$ cat config.mk
export PLATFORM = sky130hd
export DESIGN_NAME = memtype_resolver
export DESIGN_NICKNAME = d
export VERILOG_FILES = /design/src/rtl/memtype_pkg.sv /design/src/rtl/mt_var_match.sv /design/src/rtl/mt_merge.sv /design/src/rtl/mt_fixed_lookup.sv /design/src/rtl/memtype_resolver.sv
export SDC_FILE = /design/constraint.sdc
export NUM_CORES = 1
export LEC_CHECK = 0
export BUFFER_PORTS_ARGS = -buffer_cell sky130_fd_sc_hd__buf_2
export CORE_UTILIZATION = 28
export DETAILED_ROUTE_END_ITERATION = 12
export PLACE_DENSITY_LB_ADDON = 0.12
export SYNTH_ARGS = -nofsm -noshare
export SYNTH_HDL_FRONTEND = slang
export SYNTH_HIERARCHICAL = 1
export SYNTH_SLANG_ARGS = --single-unit
$ cat constraint.sdc
create_clock -name clk -period 4 [get_ports clk]
set_input_delay 0.2 -clock clk [delete_from_list [all_inputs] [get_ports clk]]
set_output_delay 0.2 -clock clk [all_outputs]
set_load 0.01 [all_outputs]
$ cat src/rtl/memtype_pkg.sv
package memtype_pkg;

    typedef enum logic [2:0] {
        MT_UC = 3'd0,
        MT_WC = 3'd1,
        MT_WT = 3'd4,
        MT_WP = 3'd5,
        MT_WB = 3'd6
    } mt_e;

    localparam int REG_AW        = 8;
    localparam int REG_DW        = 32;
    localparam int PAGE_SH       = 12;
    localparam int LOW_REGION_SH = 20;

    localparam logic [REG_AW-1:0] OFF_CAP  = 8'h00;
    localparam logic [REG_AW-1:0] OFF_CTRL = 8'h01;
    localparam logic [REG_AW-1:0] OFF_FIX  = 8'h10;
    localparam logic [REG_AW-1:0] OFF_VAR  = 8'h20;

    localparam int CTRL_FE_BIT  = 8;
    localparam int CTRL_EN_BIT  = 9;
    localparam int MASK_VLD_BIT = 11;
    localparam int CAP_FIX_BIT  = 8;
    localparam int CAP_WC_BIT   = 10;

    localparam logic [7:0] SEEN_WT_WB = 8'h50;

    function automatic logic type_legal(input logic [2:0] code, input logic wc_ok);
        case (code)
            3'd0, 3'd4, 3'd5, 3'd6: return 1'b1;
            3'd1:                   return wc_ok;
            default:                return 1'b0;
        endcase
    endfunction

endpackage

$ cat src/rtl/mt_var_match.sv
module mt_var_match #(
    parameter int NUM_VAR = 8,
    parameter int PFN_W   = 20
) (
    input  logic [PFN_W-1:0]              pfn,
    input  logic [NUM_VAR-1:0][PFN_W-1:0] base,
    input  logic [NUM_VAR-1:0][PFN_W-1:0] mask,
    input  logic [NUM_VAR-1:0]            vld,
    input  logic [NUM_VAR-1:0][2:0]       vtyp,
    output logic [NUM_VAR-1:0]            hit,
    output logic [7:0]                    seen
);

    logic [NUM_VAR-1:0][7:0] onehot;

    for (genvar g = 0; g < NUM_VAR; g++) begin : g_range
        assign hit[g]    = vld[g] && ((pfn & mask[g]) == (base[g] & mask[g]));
        assign onehot[g] = hit[g] ? (8'd1 << vtyp[g]) : 8'd0;
    end

    always_comb begin
        seen = '0;
        for (int i = 0; i < NUM_VAR; i++) begin
            seen = seen | onehot[i];
        end
    end

endmodule

$ cat src/rtl/mt_merge.sv
module mt_merge
    import memtype_pkg::*;
(
    input  logic [7:0] seen,
    input  logic [2:0] dflt,
    output logic [2:0] typ,
    output logic       undef
);

    logic       single;
    logic [2:0] idx;

    assign single = (seen != 8'd0) && ((seen & (seen - 8'd1)) == 8'd0);

    always_comb begin
        idx = 3'd0;
        for (int i = 0; i < 8; i++) begin
            if (seen[i]) idx = 3'(i);
        end
    end

    always_comb begin
        typ   = dflt;
        undef = 1'b0;
        if (seen == 8'd0) begin
            typ = dflt;
        end else if (single) begin
            typ = idx;
        end else if (seen[MT_UC]) begin
            typ = MT_UC;
        end else if (seen == SEEN_WT_WB) begin
            typ = MT_WT;
        end else begin
            typ   = MT_UC;
            undef = 1'b1;
        end
    end

endmodule

$ cat src/rtl/mt_fixed_lookup.sv
module mt_fixed_lookup
    import memtype_pkg::*;
#(
    parameter int ADDR_W      = 32,
    parameter int FIX_ENTRIES = 16,
    parameter bit FIX_SUPPORT = 1'b1
) (
    input  logic [ADDR_W-1:0]          addr,
    input  logic                       fe,
    input  logic [FIX_ENTRIES-1:0][2:0] table_q,
    output logic                       hit,
    output logic [2:0]                 typ
);

    localparam int IDX_W = $clog2(FIX_ENTRIES);

    logic             in_low;
    logic [IDX_W-1:0] idx;

    assign in_low = (addr[ADDR_W-1:LOW_REGION_SH] == '0);
    assign idx    = addr[LOW_REGION_SH-1 -: IDX_W];
    assign typ    = table_q[idx];

    if (FIX_SUPPORT) begin : g_fix
        assign hit = fe && in_low;
    end else begin : g_nofix
        assign hit = 1'b0;
    end

endmodule

$ cat src/rtl/memtype_resolver.sv
module memtype_resolver
    import memtype_pkg::*;
#(
    parameter int ADDR_W      = 32,
    parameter int NUM_VAR     = 8,
    parameter int FIX_ENTRIES = 16,
    parameter bit FIX_SUPPORT = 1'b1,
    parameter bit WC_SUPPORT  = 1'b1
) (
    input  logic              clk,
    input  logic              rst_n,
    input  logic              reg_wr,
    input  logic [7:0]        reg_addr,
    input  logic [31:0]       reg_wdata,
    output logic [31:0]       reg_rdata,
    output logic              reg_fault,
    input  logic              lk_valid,
    input  logic [ADDR_W-1:0] lk_addr,
    output logic              res_valid,
    output logic [2:0]        res_type,
    output logic              res_undef
);

    localparam int PFN_W     = ADDR_W - PAGE_SH;
    localparam int FIX_IDX_W = $clog2(FIX_ENTRIES);
    localparam int VAR_IDX_W = $clog2(NUM_VAR);

    typedef struct packed {
        logic                          en;
        logic                          fe;
        logic [2:0]                    dflt;
        logic [FIX_ENTRIES-1:0][2:0]   fix;
        logic [NUM_VAR-1:0][PFN_W-1:0] base;
        logic [NUM_VAR-1:0][PFN_W-1:0] mask;
        logic [NUM_VAR-1:0]            vld;
        logic [NUM_VAR-1:0][2:0]       vtyp;
        logic                          fault;
        logic                          res_v;
        logic [2:0]                    res_t;
        logic                          res_u;
    } st_t;

    st_t st_d, st_q;

    // lookup datapath
    logic [NUM_VAR-1:0] var_hit;
    logic [7:0]         seen;
    logic [2:0]         mrg_t;
    logic               mrg_u;
    logic               fix_hit;
    logic [2:0]         fix_t;

    mt_var_match #(
        .NUM_VAR (NUM_VAR),
        .PFN_W   (PFN_W)
    ) u_match (
        .pfn  (lk_addr[ADDR_W-1:PAGE_SH]),
        .base (st_q.base),
        .mask (st_q.mask),
        .vld  (st_q.vld),
        .vtyp (st_q.vtyp),
        .hit  (var_hit),
        .seen (seen)
    );

    mt_merge u_merge (
        .seen  (seen),
        .dflt  (st_q.dflt),
        .typ   (mrg_t),
        .undef (mrg_u)
    );

    mt_fixed_lookup #(
        .ADDR_W      (ADDR_W),
        .FIX_ENTRIES (FIX_ENTRIES),
        .FIX_SUPPORT (FIX_SUPPORT)
    ) u_fixed (
        .addr    (lk_addr),
        .fe      (st_q.fe),
        .table_q (st_q.fix),
        .hit     (fix_hit),
        .typ     (fix_t)
    );

    // register decode
    logic [REG_AW-1:0]    fix_rel;
    logic [REG_AW-1:0]    var_rel;
    logic                 fix_sel;
    logic                 var_sel;
    logic                 var_is_mask;
    logic [FIX_IDX_W-1:0] fix_idx;
    logic [VAR_IDX_W-1:0] var_idx;
    logic                 wtype_ok;
    logic [REG_DW-1:0]    cap_word;
    logic                 unused_bits;

    assign fix_rel     = reg_addr - OFF_FIX;
    assign var_rel     = reg_addr - OFF_VAR;
    assign fix_sel     = (reg_addr >= OFF_FIX) && (fix_rel < REG_AW'(FIX_ENTRIES));
    assign var_sel     = (reg_addr >= OFF_VAR) && (var_rel < REG_AW'(2 * NUM_VAR));
    assign var_is_mask = var_rel[0];
    assign fix_idx     = fix_rel[FIX_IDX_W-1:0];
    assign var_idx     = var_rel[VAR_IDX_W:1];
    assign wtype_ok    = type_legal(reg_wdata[2:0], WC_SUPPORT);
    assign unused_bits = ^{lk_addr[PAGE_SH-1:0], var_hit, fix_rel, var_rel, reg_wdata};

    always_comb begin
        cap_word              = '0;
        cap_word[7:0]         = 8'(NUM_VAR);
        cap_word[CAP_FIX_BIT] = FIX_SUPPORT;
        cap_word[CAP_WC_BIT]  = WC_SUPPORT;
    end

    always_comb begin
        reg_rdata = '0;
        if (reg_addr == OFF_CAP) begin
            reg_rdata = cap_word;
        end else if (reg_addr == OFF_CTRL) begin
            reg_rdata[2:0]         = st_q.dflt;
            reg_rdata[CTRL_FE_BIT] = st_q.fe;
            reg_rdata[CTRL_EN_BIT] = st_q.en;
        end else if (fix_sel) begin
            reg_rdata[2:0] = st_q.fix[fix_idx];
        end else if (var_sel) begin
            if (var_is_mask) begin
                reg_rdata[PAGE_SH +: PFN_W] = st_q.mask[var_idx];
                reg_rdata[MASK_VLD_BIT]     = st_q.vld[var_idx];
            end else begin
                reg_rdata[PAGE_SH +: PFN_W] = st_q.base[var_idx];
                reg_rdata[2:0]              = st_q.vtyp[var_idx];
            end
        end
    end

    // next state
    always_comb begin
        st_d       = st_q;
        st_d.fault = 1'b0;
        st_d.res_v = lk_valid;

        if (lk_valid) begin
            if (!st_q.en) begin
                st_d.res_t = MT_UC;
                st_d.res_u = 1'b0;
            end else if (fix_hit) begin
                st_d.res_t = fix_t;
                st_d.res_u = 1'b0;
            end else begin
                st_d.res_t = mrg_t;
                st_d.res_u = mrg_u;
            end
        end

        if (reg_wr) begin
            if (reg_addr == OFF_CAP) begin
                st_d.fault = 1'b1;
            end else if (reg_addr == OFF_CTRL) begin
                if (wtype_ok) begin
                    st_d.dflt = reg_wdata[2:0];
                    st_d.fe   = reg_wdata[CTRL_FE_BIT];
                    st_d.en   = reg_wdata[CTRL_EN_BIT];
                end else begin
                    st_d.fault = 1'b1;
                end
            end else if (fix_sel && FIX_SUPPORT) begin
                if (wtype_ok) begin
                    st_d.fix[fix_idx] = reg_wdata[2:0];
                end else begin
                    st_d.fault = 1'b1;
                end
            end else if (var_sel) begin
                if (var_is_mask) begin
                    st_d.mask[var_idx] = reg_wdata[PAGE_SH +: PFN_W];
                    st_d.vld[var_idx]  = reg_wdata[MASK_VLD_BIT];
                end else if (wtype_ok) begin
                    st_d.base[var_idx] = reg_wdata[PAGE_SH +: PFN_W];
                    st_d.vtyp[var_idx] = reg_wdata[2:0];
                end else begin
                    st_d.fault = 1'b1;
                end
            end
        end
    end

    always_ff @(posedge clk) begin
        if (!rst_n) begin
            st_q <= '0;
        end else begin
            st_q <= st_d;
        end
    end

    assign reg_fault = st_q.fault;
    assign res_valid = st_q.res_v;
    assign res_type  = st_q.res_t;
    assign res_undef = st_q.res_u;

    // assertions
    p_off_gives_uc_r1: assert property (@(posedge clk) disable iff (!rst_n)
        (lk_valid && !st_q.en) |=> (res_type == MT_UC && !res_undef));

    p_cap_write_faults_r3: assert property (@(posedge clk) disable iff (!rst_n)
        (reg_wr && reg_addr == OFF_CAP) |=> reg_fault);

    p_fixed_first_r4: assert property (@(posedge clk) disable iff (!rst_n)
        (lk_valid && st_q.en && fix_hit) |=> (res_type == $past(fix_t) && !res_undef));

    p_uc_wins_r7: assert property (@(posedge clk) disable iff (!rst_n)
        (lk_valid && st_q.en && !fix_hit && seen[MT_UC]) |=> (res_type == MT_UC && !res_undef));

    p_wt_over_wb_r8: assert property (@(posedge clk) disable iff (!rst_n)
        (lk_valid && st_q.en && !fix_hit && seen == SEEN_WT_WB) |=> (res_type == MT_WT && !res_undef));

    p_undef_is_uc_r9: assert property (@(posedge clk) disable iff (!rst_n)
        res_undef |-> res_type == MT_UC);

    p_valid_follows_r11: assert property (@(posedge clk) disable iff (!rst_n)
        lk_valid |=> res_valid);

    p_idle_follows_r11: assert property (@(posedge clk) disable iff (!rst_n)
        !lk_valid |=> !res_valid);

    p_bad_code_faults_r12: assert property (@(posedge clk) disable iff (!rst_n)
        (reg_wr && reg_addr == OFF_CTRL && !type_legal(reg_wdata[2:0], WC_SUPPORT))
        |=> (reg_fault && $stable(st_q.dflt) && $stable(st_q.en)));

endmodule

After elaboration in Yosys (flattened, before gate mapping)
Cells that the tools add are included.
{ "totals": {"ff_bits": 411, "latch_bits": 0, "ramBits": 0, "rom_bits": 0, "inputBits": 76, "output_inout_bits": 38, "wordCells": 208, "memories": 0} }
{ "classes": {"add_sub_neg": 3, "multipliers": 0, "n_div": 0, "n_lt_le_gt_ge": 9, "n_eq_ne": 14, "shifts": 8, "muxes": 72, "bitwise_logic": 28, "n_reduce_logical": 26} }
{ "op_table": {"columns": ["operator", "count"], "rows": [
  ["bitwise AND 20 bit", 16],
  ["bitwise mux 160 bit", 2],
  ["== test 20 bit", 8],
  ["binary-select mux 20 bit (select 3 bit)", 2],
  ["2-to-1 mux 21 bit", 4],
  ["2-to-1 mux 20 bit", 4],
  ["2-to-1 mux 8 bit", 8],
  ["<< shifter 1 x 3 -> 8 bit (first input constant)", 8],
  ["demux 20 bit (select 3 bit)", 1],
  ["OR 8 bit", 7],
  ["2-to-1 mux 3 bit", 18],
  ["bitwise mux 48 bit", 1],
  ["binary-select mux 3 bit (select 4 bit)", 2],
  ["bitwise mux 24 bit", 1],
  ["zero test 8 bit", 3],
  ["2-to-1 mux 1 bit", 17],
  ["< comparator 8 x 5 -> 1 bit (second input constant)", 2],
  ["logical AND 1 bit", 14],
  ["demux 3 bit (select 4 bit)", 1],
  ["zero test 12 bit", 1],
  ["< comparator 4 x 5 -> 1 bit (second input constant)", 2],
  ["binary-select mux 3 bit (select 3 bit)", 1],
  ["demux 3 bit (select 3 bit)", 1],
  ["== test 3 bit (second input constant)", 3],
  ["26 further kinds", 33]
]} }

Longest topological paths before layout
{ "depth": {"word_depth": 22, "depth_mapped": 15, "depth_no_buf": 13} }

Hierarchy
The synthesis kept the hierarchy.
{ "modules_own_cells": {"columns": ["mod", "n_inst", "cells_per_inst", "area_each_um2", "seq_area_each_um2"], "rows": [
  ["memtype_resolver", 1, 2072, 18600.3, 8227.9],
  ["mt_var_match", 1, 500, 3741.1, 0.0],
  ["mt_fixed_lookup", 1, 34, 431.7, 0.0],
  ["mt_merge", 1, 44, 291.5, 0.0]
]} }

Worst setup path after synthesis
No wires, ideal clock.
{ "synth_timing": {"path_type": "input-to-reg", "from": "in lk_addr[22]", "to": "reg st_q, in the netlist res_undef", "arrival_time_ps": 2715, "t_required_ps": 3885, "setup_slack_ps": 1171, "path_stages": 13, "path_buffers": 1, "cell_sequence": "buf_4 xor2_1 a22oi_1 and4_1 and4b_1 a22oi_1 nand4_1 or4_4 a211oi_1 o311a_1 a211oi_1 nor3b_1 o21a_1"} }
{ "synth_via": {"elab_chain_len": 19, "word_cells_on_any_way": 54, "classes_between": "1 x add/sub; 9 x eq/ne; 14 x mux; 16 x bitwise; 14 x reduce/logical"} }
{ "synth_rtl": {"columns": ["element", "line", "text"], "rows": [
  ["from (decl)", "memtype_resolver.sv:18", "input logic [ADDR_W-1:0] lk_addr,"],
  ["bitwise AND 20 bit", "mt_var_match.sv:17", "assign hit[g] = vld[g] && ((pfn & mask[g]) == (base[g] & mask[g]));"],
  ["== test 20 bit", "mt_var_match.sv:17", null],
  ["logical AND 1 bit", "mt_var_match.sv:17", null],
  ["2-to-1 mux 8 bit", "mt_var_match.sv:18", "assign onehot[g] = hit[g] ? (8'd1 << vtyp[g]) : 8'd0;"],
  ["OR 8 bit (6 in series)", "mt_var_match.sv:24", "seen = seen | onehot[i];"],
  ["OR 8 bit *", "mt_var_match.sv:24", null],
  ["via seen[3]", "memtype_resolver.sv:47", "logic [7:0] seen;"],
  ["subtractor 8 x 1 -> 8 bit", "mt_merge.sv:13", "assign single = (seen != 8'd0) && ((seen & (seen - 8'd1)) == 8'd0);"],
  ["bitwise AND 8 bit", "mt_merge.sv:13", null],
  ["zero test 8 bit", "mt_merge.sv:13", null],
  ["logical AND 1 bit", "mt_merge.sv:13", null],
  ["2-to-1 mux 1 bit", "mt_merge.sv:27", "end else if (single) begin"],
  ["2-to-1 mux 1 bit *", "mt_merge.sv:25", "if (seen == 8'd0) begin"],
  ["via mrg_u", "memtype_resolver.sv:49", "logic mrg_u;"],
  ["2-to-1 mux 4 bit *", "memtype_resolver.sv:145", "end else if (fix_hit) begin"],
  ["2-to-1 mux 4 bit *", "memtype_resolver.sv:142", "if (!st_q.en) begin"],
  ["to (signal assigned)", "memtype_resolver.sv:189", "st_q <= st_d;"],
  ["to (decl)", "memtype_resolver.sv:43", "st_t st_d, st_q;"]
]} }
The timed path passes the listed nets; every way through them passes the cells marked *.
A chain may end at the register's enable or synchronous reset.

Worst setup path in the final report
{ "layout_timing": {"from": "reg st_q[266] (netlist bit)", "to": "reg st_q, in the netlist res_undef"} }
{ "layout_via": {"elab_chain_len": 17, "word_cells_on_any_way": 22, "classes_between": "1 x add/sub; 2 x eq/ne; 7 x mux; 7 x bitwise; 5 x reduce/logical"} }
{ "layout_rtl": {"columns": ["element", "line"], "rows": [
  ["bitwise AND 20 bit *", "mt_var_match.sv:17"],
  ["== test 20 bit *", "mt_var_match.sv:17"],
  ["logical AND 1 bit *", "mt_var_match.sv:17"],
  ["2-to-1 mux 8 bit *", "mt_var_match.sv:18"],
  ["OR 8 bit * (5 in series)", "mt_var_match.sv:24"],
  ["via seen[2]", "memtype_resolver.sv:47"],
  ["subtractor 8 x 1 -> 8 bit", "mt_merge.sv:13"],
  ["bitwise AND 8 bit", "mt_merge.sv:13"],
  ["zero test 8 bit", "mt_merge.sv:13"],
  ["logical AND 1 bit", "mt_merge.sv:13"],
  ["2-to-1 mux 1 bit", "mt_merge.sv:27"],
  ["2-to-1 mux 1 bit *", "mt_merge.sv:25"],
  ["via mrg_u", "memtype_resolver.sv:49"],
  ["2-to-1 mux 4 bit *", "memtype_resolver.sv:145"],
  ["2-to-1 mux 4 bit *", "memtype_resolver.sv:142"]
]} }
Marked as above.

==> impl_results.md <==
* Run status: finished, final reports clean
* Placed insts at between 3k and 4k
* CTS tree: done
* Row count at 104
* Fin crit period at between 3 and 4 ns
* Reg power frac at a little over two fifths
* Core footprint at ~0.08 sq mm
* Mapped Area at about 0.023 sq mm
* First-pass GRT wire length at between 150,000 and 200,000 microns
* Clock latency at the later pin of the worst-skew pair at around 0.63 ns
* H-tree depth at 2
* CP Launch Type: flop
* Final worst slack at 0.203 ns
* CTS Sinks at approximately 410
* Tcrit/Tclk final at a little over nine tenths
* Synth Area per Inst at about 8.7 sq um
* Setup CP Type: flop to flop
* PortBufs at 91
* First drt pass iteration count at 9
* Internal cell power at roughly 7.2 mW
* Area taken by multi-input logic gates at ~0.014 sq mm
* Max Fclk at between 0.2 and 0.3 GHz
* Initial antenna violation count at 7
* Peak supply drop at between 0.3 and 0.4 mV
* Leak pwr at roughly 10 nW
* Clock buffer depth at 3
* CTS Buf Count at 50
* Unrepaired setup endpoints after global routing: no
* Via count at approximately 22k
* Ant diodes at 0
* DRT Wirelength at 122,000 microns
* Share of cells above drive strength 1 at between 10% and 20%
* Via/cell ratio at between 5 and 6
* Initial core utilization at around 28%
* Worst Hold Depth at 3
* Ys Warns at 6
* Pre-CTS setup slack at approximately 0.16 ns
* Pin count of the biggest net entering global routing at approximately 150
* Power density over the cells at between 300 and 400 mW/mm^2
* Post-DP HPWL at approximately 88,000 microns
* Final setup violating endpoints at 0
* Reg area at between 0.008 and 0.009 sq mm
* Die area at 0.0834 sq mm
* Clk network pwr share at about half
* Final Max Slew Viols at 0
* Critical path required time at 4.56 ns
* Fin nets at ~2.8k
* GP Congestion at between 1 and 1.5
* Slew margin rel. at a little over 30%
* Net switching power at approximately 2.6 mW
* Vias in the first global route at 20.8k
* DR iter-0 viols at about 2.6k
* Routed len/inst at 31.8 microns
* Total Routing Usage GR at about 29%
* Mapped Cells at about 2.6k
* Final Hold Viols at 0
* Overflow after GRT at 0
* ANT nets after route at 0
* Layout fillers at between 8k and 9k
* Clock Pin Slew Worst Setup and Hold Paths at 0.06 ns
* Arr. time, crit path at around 4.4 ns
* Area grow syn2layout at 17.1%
* Clk_skew at just over 0.02 ns
* Max-cap check violation count at 0
* Combinational Power Share at 9.2%
* Post-CTS Setup Inserts at 0
* Fin cells at around 3.8k
* Die Wd at ~290 microns
* Clk root buf: clkbuf_16
* IO Pins at about 110
* Reg2Reg Depth at 14
* TNS Setup at 0 ns
* DRC Markers at 0
* DIE HEIGHT at ~290 microns
* Crit. End Element: flop
* Sw frac at between 20% and 30%
* Hold Crit Class: input port to flop
* Crit-path max FO at 6
* Transition time of the tightest slew-check pin at approximately 1.0 ns
[path summary, 6_finish.rpt]
| path | startpoint | endpoint | slack [ns] |
|---|---|---|---|
| max | st_q[266]$_SDFFE_PN0P_ | res_undef$_SDFFE_PN0P_ | 0.20 |
| min | reg_wdata[29] | st_q[175]$_SDFFE_PN0P_ | 0.02 |
| max reg2reg | st_q[266]$_SDFFE_PN0P_ | res_undef$_SDFFE_PN0P_ | 0.20 |
| min reg2reg | st_q[399]$_SDFFE_PN0P_ | st_q[399]$_SDFFE_PN0P_ | 0.47 |
[critical path, stage by stage, from the launching register on]
cell and delay [ns]:
dfxtp_1 0.33, xor2_1 0.16, a222oi_1 0.88, nand3_1 0.20, buf_4 0.24, nor2_1 0.13
buf_4 0.18, a32oi_1 0.12, nand4_1 0.26, or4_4 0.23, a211oi_1 0.05, o311a_1 0.35
a211oi_1 0.24, nor3b_1 0.23, o21a_1 0.13
[per-stage QoR]
step                      total power [mW]  hold WS, ns  utilization [%]  instance area [sq um]
final                                 9.85       0.0212             33.3                  27000
after global routing                  10.1       0.0173             33.3                  27000
after CTS                             9.89      0.00174             33.3                  27000
after detailed placement              5.05        0.462             30.9                  25000
after global placement                5.05        0.452             30.9                  25000
after floorplan                       4.68        0.322                -                  23000
[state kept, by name, summed over array words and instances, names as in the netlist]
signal and cells:
st_q 405, reg_fault 1, res_undef 1, res_valid 1
res_type 3
[layer usage]
metal,vias to the layer above,wire (microns),GRT usage (%)
li1,9761,-,-
met1,11151,52800,39.4
met2,1177,53000,44.1
met3,238,10500,4.98
met4,10,5380,12.0
met5,-,69,0
[cells in the final DEF, fill, tap and decap left out, types with 15 or more instances in the layout]
cell / instances
nor3_1: 18
nor2b_1: 59
dfxtp_1: 411
a21oi_1: 51
buf_2: 87
nand2_1: 421
mux4_2: 39
buf_4: 141
xor2_1: 160
clkinv_2: 15
mux2_2: 36
o221ai_1: 15
o21ai_0: 187
nor4_1: 31
a21boi_0: 107
nor2_1: 61
dlygate4sd3_1: 24
a21boi_1: 42
a22oi_1: 110
clkbuf_16: 51
nand4_1: 36
o22ai_1: 40
nand3_1: 193
mux2i_1: 145
[final cells by class]
type | count | area share (%)
Clock buffer | 70 | 5.41
Clock inverter | 22 | 0.942
Inverter | 14 | 0.195
Multi-Input combinational cell | 1988 | 50.4
Sequential cell | 411 | 30.5
Tap cell | 1060 | 4.92
Timing Repair Buffer | 268 | 7.57
[repair_timing]
item                                    CTS  global route
endpoints found under the setup margin    0             1
endpoints found under the hold margin   128             0
hold buffers                             24             0
gates resized for setup                   0             1
[power by group through the flow]
stage          logic (mW)  registers [mW]  clock network, mW
2_1_floorplan       0.489            4.19                  0
3_3_place_gp        0.859            4.20                  0
3_5_place_dp        0.860            4.20                  0
4_1_cts             0.884            4.10               4.90
5_1_grt             0.931            4.10               5.06
6_report            0.910            4.11               4.84
Power figures use the tool's default switching activity.
